`src/rtl/xwc_pkg.sv`:
```
package xwc_pkg;
  localparam int CTRL_W = 11;

  typedef enum logic [1:0] {
    WIN_CACHED   = 2'd0,
    WIN_UNCACHED = 2'd1,
    WIN_MAINT    = 2'd2,
    WIN_RAW      = 2'd3
  } win_e;

  typedef enum logic [3:0] {
    RT_CACHE  = 4'b0001,
    RT_BYPASS = 4'b0010,
    RT_MAINT  = 4'b0100,
    RT_ERR    = 4'b1000
  } route_e;

  // Field order is MSB first; bit 0 is en_s.
  typedef struct packed {
    logic wr_cs1;
    logic wr_cs0;
    logic way_split;
    logic maint_ns_ok;
    logic blk_raw_ns;
    logic blk_raw_s;
    logic blk_unc_ns;
    logic blk_unc_s;
    logic pwr_dn;
    logic en_ns;
    logic en_s;
  } ctrl_t;

  typedef struct packed {
    route_e route;
    logic   way;
    logic   way_forced;
    logic   write;
  } decision_t;

  localparam int DEC_W = $bits(decision_t);
endpackage

```
`src/rtl/xwc_ctrl_reg.sv`:
```
module xwc_ctrl_reg
  import xwc_pkg::*;
(
  input  logic              clk,
  input  logic              rst_n,
  input  logic              cfg_wen,
  input  logic              cfg_secure,
  input  logic [CTRL_W-1:0] cfg_wdata,
  output ctrl_t             ctrl
);
  ctrl_t wr_val;

  always_comb begin
    wr_val = ctrl_t'(cfg_wdata);
    // Power-down cannot coexist with an enabled cache.
    if (wr_val.pwr_dn) begin
      wr_val.en_s  = 1'b0;
      wr_val.en_ns = 1'b0;
    end
  end

  always_ff @(posedge clk or negedge rst_n) begin
    if (!rst_n) ctrl <= '0;
    else if (cfg_wen && cfg_secure) ctrl <= wr_val;
  end
endmodule

```
`src/rtl/xwc_decode.sv`:
```
module xwc_decode
  import xwc_pkg::*;
#(
  parameter int ADDR_W = 28,
  parameter int OFFS_W = 24
) (
  input  logic [ADDR_W-1:0] addr,
  input  logic              secure,
  input  logic              write,
  input  ctrl_t             ctrl,
  output decision_t         dec,
  output logic              cs,
  output logic [OFFS_W-1:0] offset
);
  localparam int WIN_LSB = ADDR_W - 2;
  localparam int CS_BIT  = OFFS_W;
  localparam int HI_LSB  = OFFS_W + 1;
  localparam int HI_W    = WIN_LSB - HI_LSB;

  win_e            win;
  logic [HI_W-1:0] hi_bits;
  logic            cache_on, unc_blk, raw_blk, maint_ok, region_wr;
  route_e          route;

  assign win     = win_e'(addr[ADDR_W-1:WIN_LSB]);
  assign hi_bits = addr[WIN_LSB-1:HI_LSB];

  always_comb begin
    cache_on  = (secure ? ctrl.en_s : ctrl.en_ns) && !ctrl.pwr_dn;
    unc_blk   = secure ? ctrl.blk_unc_s : ctrl.blk_unc_ns;
    raw_blk   = secure ? ctrl.blk_raw_s : ctrl.blk_raw_ns;
    maint_ok  = secure || ctrl.maint_ns_ok;
    region_wr = (hi_bits == '0) &&
                (addr[CS_BIT] ? ctrl.wr_cs1 : ctrl.wr_cs0);

    unique case (win)
      WIN_CACHED:   route = cache_on ? RT_CACHE : RT_BYPASS;
      WIN_UNCACHED: route = unc_blk  ? RT_ERR   : RT_BYPASS;
      WIN_RAW:      route = raw_blk  ? RT_ERR   : RT_BYPASS;
      default:      route = maint_ok ? RT_MAINT : RT_ERR;
    endcase

    dec.route      = route;
    dec.way_forced = (route == RT_CACHE) && ctrl.way_split;
    dec.way        = dec.way_forced && !secure;
    unique case (route)
      RT_ERR:   dec.write = 1'b0;
      RT_MAINT: dec.write = write;
      default:  dec.write = write && region_wr;
    endcase

    cs     = (route == RT_ERR) ? 1'b0 : addr[CS_BIT];
    offset = (route == RT_ERR) ? '0   : addr[OFFS_W-1:0];
  end
endmodule

```
`src/rtl/xwc_out_stage.sv`:
```
module xwc_out_stage #(
  parameter int W = 8
) (
  input  logic         clk,
  input  logic         rst_n,
  input  logic         in_valid,
  output logic         in_ready,
  input  logic [W-1:0] in_data,
  output logic         out_valid,
  input  logic         out_ready,
  output logic [W-1:0] out_data
);
  assign in_ready = !out_valid || out_ready;

  always_ff @(posedge clk or negedge rst_n) begin
    if (!rst_n) begin
      out_valid <= 1'b0;
      out_data  <= '0;
    end else if (in_valid && in_ready) begin
      out_valid <= 1'b1;
      out_data  <= in_data;
    end else if (out_ready) begin
      out_valid <= 1'b0;
    end
  end
endmodule

```
`src/rtl/xip_window_classifier.sv`:
```
module xip_window_classifier
  import xwc_pkg::*;
#(
  parameter int ADDR_W = 28,
  parameter int OFFS_W = 24
) (
  input  logic              clk,
  input  logic              rst_n,
  input  logic              req_valid,
  output logic              req_ready,
  input  logic [ADDR_W-1:0] req_addr,
  input  logic              req_secure,
  input  logic              req_write,
  output logic              res_valid,
  input  logic              res_ready,
  output logic [3:0]        res_route,
  output logic              res_way,
  output logic              res_way_forced,
  output logic              res_write,
  output logic              res_cs,
  output logic [OFFS_W-1:0] res_offset,
  input  logic              cfg_wen,
  input  logic              cfg_secure,
  input  logic [CTRL_W-1:0] cfg_wdata,
  output logic [CTRL_W-1:0] cfg_rdata
);
  localparam int PAY_W = DEC_W + 1 + OFFS_W;

  ctrl_t             ctrl;
  decision_t         dec, dec_q;
  logic              cs_d;
  logic [OFFS_W-1:0] off_d;
  logic [PAY_W-1:0]  pay_d, pay_q;

  xwc_ctrl_reg u_ctrl (
    .clk(clk), .rst_n(rst_n), .cfg_wen(cfg_wen), .cfg_secure(cfg_secure),
    .cfg_wdata(cfg_wdata), .ctrl(ctrl)
  );

  xwc_decode #(.ADDR_W(ADDR_W), .OFFS_W(OFFS_W)) u_dec (
    .addr(req_addr), .secure(req_secure), .write(req_write), .ctrl(ctrl),
    .dec(dec), .cs(cs_d), .offset(off_d)
  );

  assign pay_d = {dec, cs_d, off_d};

  xwc_out_stage #(.W(PAY_W)) u_out (
    .clk(clk), .rst_n(rst_n),
    .in_valid(req_valid), .in_ready(req_ready), .in_data(pay_d),
    .out_valid(res_valid), .out_ready(res_ready), .out_data(pay_q)
  );

  assign {dec_q, res_cs, res_offset} = pay_q;
  assign res_route      = dec_q.route;
  assign res_way        = dec_q.way;
  assign res_way_forced = dec_q.way_forced;
  assign res_write      = dec_q.write;
  assign cfg_rdata      = ctrl;
endmodule

```
`config.mk`:
```
export PLATFORM = sky130hd
export DESIGN_NAME = xip_window_classifier
export DESIGN_NICKNAME = d
export VERILOG_FILES = /design/src/rtl/xwc_pkg.sv /design/src/rtl/xwc_ctrl_reg.sv /design/src/rtl/xwc_decode.sv /design/src/rtl/xwc_out_stage.sv /design/src/rtl/xip_window_classifier.sv
export SDC_FILE = /design/constraint.sdc
export NUM_CORES = 1
export LEC_CHECK = 0
export BUFFER_PORTS_ARGS = -buffer_cell sky130_fd_sc_hd__buf_4
export CAP_MARGIN = 40
export CORE_AREA = 2 2 54 77
export CTS_BUF_LIST = sky130_fd_sc_hd__clkbuf_8
export CTS_CLUSTER_SIZE = 24
export DETAILED_ROUTE_END_ITERATION = 10
export DIE_AREA = 0 0 56 79
export GPL_ROUTABILITY_DRIVEN = 0
export PLACE_DENSITY = 0.95
export SETUP_SLACK_MARGIN = 0.3
export SKIP_CTS_REPAIR_TIMING = 1
export SKIP_LAST_GASP = 1
export SLEW_MARGIN = 20
export SYNTH_ARGS = -nofsm -noshare
export SYNTH_HDL_FRONTEND = slang
export SYNTH_SLANG_ARGS = --single-unit
export TNS_END_PERCENT = 5
```
`constraint.sdc`:
```
create_clock -name clk -period 2.83 [get_ports clk]
set_input_delay 0.283 -clock clk [delete_from_list [all_inputs] [get_ports clk]]
set_output_delay 0.283 -clock clk [all_outputs]
set_load 0.02 [all_outputs]
```
==> flow_summary.json <==
{
  "drv_cap": 0,
  "clkSlewWorstSetupHoldPaths_ps": 80,
  "die_h_um": 79,
  "cts_buffers": 5,
  "rsz0062_at_grt": "no",
  "seq_area_um2": 1100,
  "cp.required_ps": 3040,
  "max_freq_mhz": 500,
  "grt_usage_pct": 20.7,
  "clock_latency_ps": 290,
  "antenna_found_initial": 0,
  "critical_path_class": "register to register",
  "crit_cells": 4,
  "overflow": 0,
  "syn_inst": 181,
  "root_buffer": "clkbuf_8",
  "critPathLaunchType": "register",
  "slowest_delay_ps": 630,
  "num_rows": 27,
  "dp_slack_ps": 789,
  "slowest_stage": "a221o_1",
  "grt_busiest_layer": "met2",
  "setup_viol": 0,
  "violations": "negative hold slack",
  "coreArea_um2": 3780,
  "num_vias": 1604,
  "wl_per_cell_um": 13.7,
  "syn_nets": 228,
  "use_met1_pct": 22.3,
  "start_util_pct": 48.1,
  "io_pins": 92,
  "worstHoldPathType": "input port to async pin",
  "ir_worst_vdd_mv": 0.440,
  "dpl-instance-area_um2": 2530,
  "fillers": 297,
  "ant_nets": 0,
  "r2r-start": "u_ctrl.ctrl[3]$_DFFE_PN0P_",
  "timing.final.crit_share_pct": 70.7,
  "syn_area_per_cell_um2": 10.1,
  "grt_pass1_wl_mm": 7.13,
  "routed_wl_mm": 4.30,
  "startpoint": "u_ctrl.ctrl[3]$_DFFE_PN0P_",
  "syn_area_um2": 1820,
  "drive_above_1_share_pct": 40.2,
  "cts_tree": "built",
  "postLayoutCellArea_um2": 2610,
  "cp_max_fo": 27,
  "reg2reg_depth": 4,
  "layout_setup_ws_ps": 830,
  "dp_hpwl_mm": 3.24,
  "diodes": 0,
  "multi_input_area_um2": 673,
  "hold_viol": 44,
  "synth_seq_cells": 44,
  "dieArea_um2": 4420,
  "yosys_warnings": 0,
  "hold_slack_ps": -26.6,
  "path_delay_family": "compound AO/OA/AOI/OAI gates",
  "worstPathArrival_ps": 2210,
  "power_leakage_nw": 1.31,
  "ys_seq_area_share_pct": 60.5,
  "drt_iter0_drc": 54,
  "vias_per_cell": 5.11,
  "cts_buffer_depth": 2,
  "dr.pass1.iters": 4,
  "cts_sinks": 44,
  "finalMaxSlewViolations": 0,
  "setup-tns-final_ps": 0,
  "use_met3_pct": 7.65,
  "area_growth_pct": 43.5,
  "outcome": "finished, violations left",
  "cp_cell_sequence": "mux2_1 -> a221o_1 -> o32a_1 -> o21ai_1",
  "synth_cell_types": 23,
  "htreeDepth": 2,
  "route.detailed.drc": 0,
  "tightest_slew_ps": 793,
  "grt_pass1_vias": 1616,
  "grt_max_degree": 45,
  "finalCriticalPeriod_ps": 2000,
  "skew_ps": 5.42,
  "nets": 318,
  "die_w_um": 56,
  "grt_use_met2_pct": 37.6,
  "power.density_nw_per_um2": 612,
  "maxSlewHeadroom_pct": 47.1,
  "setup.worst_path.end_class": "register",
  "place.port_buffers": 91,
  "cp.buffers_inverters": 0
}
-- cell usage in the layout (no fill, tap or decap) --
cell	count
o21ai_1	2
and2_1	2
buf_8	1
nor4b_1	1
mux2_4	1
a221o_1	1
o21ai_0	28
mux2_1	1
a22o_1	1
o21bai_1	1
clkinv_2	1
a221oi_1	1
o31ai_1	2
clkbuf_8	5
o32a_1	1
mux2i_1	2
inv_1	1
buf_4	92
mux2_2	9
nand2_1	64
nor2b_1	1
dfrtp_1	44
nand2b_1	5
nor2_1	3
nand3_1	1
-- where the power goes --
group / leakage (nW) / switching (mW) / internal [mW]
clock network: 0.0452 / 0.197 / 0.164
logic: 0.718 / 0.253 / 0.212
registers: 0.552 / 0.0545 / 0.716
total: 1.31 / 0.504 / 1.09
-- state kept, by name, summed over array words and instances (netlist names) --
signal           count
u_ctrl.ctrl         11
u_out.out_data      32
u_out.out_valid      1
-- worst register-to-register path, stage by stage, from the launching register on --
cell and delay [ps]:
dfrtp_1 400, mux2_1 320, a221o_1 630, o32a_1 460, o21ai_1 120
-- final cells by class --
type | count | share of cell area (%)
clock inverters | 2 | 0.335
repair buffers | 93 | 27.0
clock buffers | 5 | 2.64
multi-input cells | 127 | 25.8
well taps | 43 | 2.06
flip-flops and latches | 44 | 42.2
-- cells by family (layout without fill, tap and decap cells) --
group	Yosys count	after routing	synth area share, %
multiplexers	13	13	8.12
AND/OR/NAND/NOR	77	77	17.3
AO/OA/AOI/OAI	37	37	11.6
buffers and inverters	10	100	2.48
flip-flops	44	44	60.5
-- synth_stat cells, drive strengths merged --
library cell	count	area (µm²)
mux2i	2	20.0
nand2	64	240
dfrtp	44	1100
o31ai	2	15.0
nor2b	1	6.26
a221oi	1	8.76
buf	2	15.0
a22o	1	8.76
and2	2	12.5
clkbuf	8	30.0
a221o	1	10.0
nor2	3	11.3
nand3	1	5.00
o32a	1	10.0
nor4b	1	8.76
o21bai	1	7.51
nand2b	5	31.3
mux2	11	128
o21ai	30	150
-- layer usage --
metal | up-vias | routed length [µm]
li1 | 775 | -
met1 | 755 | 1520
met2 | 68 | 2370
met3 | 6 | 368
met4 | 0 | 39
met5 | - | 0
-- worst paths after layout --
check / endpoint / slack, ps
setup / recovery: u_out.out_data[25]$_DFFE_PN0P_ / 830
hold / removal: u_out.out_data[31]$_DFFE_PN0P_ / -30
setup reg to reg: u_out.out_data[25]$_DFFE_PN0P_ / 830
hold reg to reg: u_out.out_data[2]$_DFFE_PN0P_ / 490
max in group asynchronous: u_ctrl.ctrl[3]$_DFFE_PN0P_ / 2480
min in group clk: u_out.out_valid$_DFFE_PN0P_ / 200
-- per-stage QoR --
step	hold slack [ps]	utilization [%]	std cells	power [mW]
after CTS	-8.72	69.0	314	1.61
after floorplan	-12.6	-	181	1.01
after global placement	300	66.6	306	1.23
final	-26.6	69.0	314	1.60
after detailed placement	305	67.0	307	1.25
after global routing	7.49	69.0	314	1.69
(Power assumes the default switching activity.)
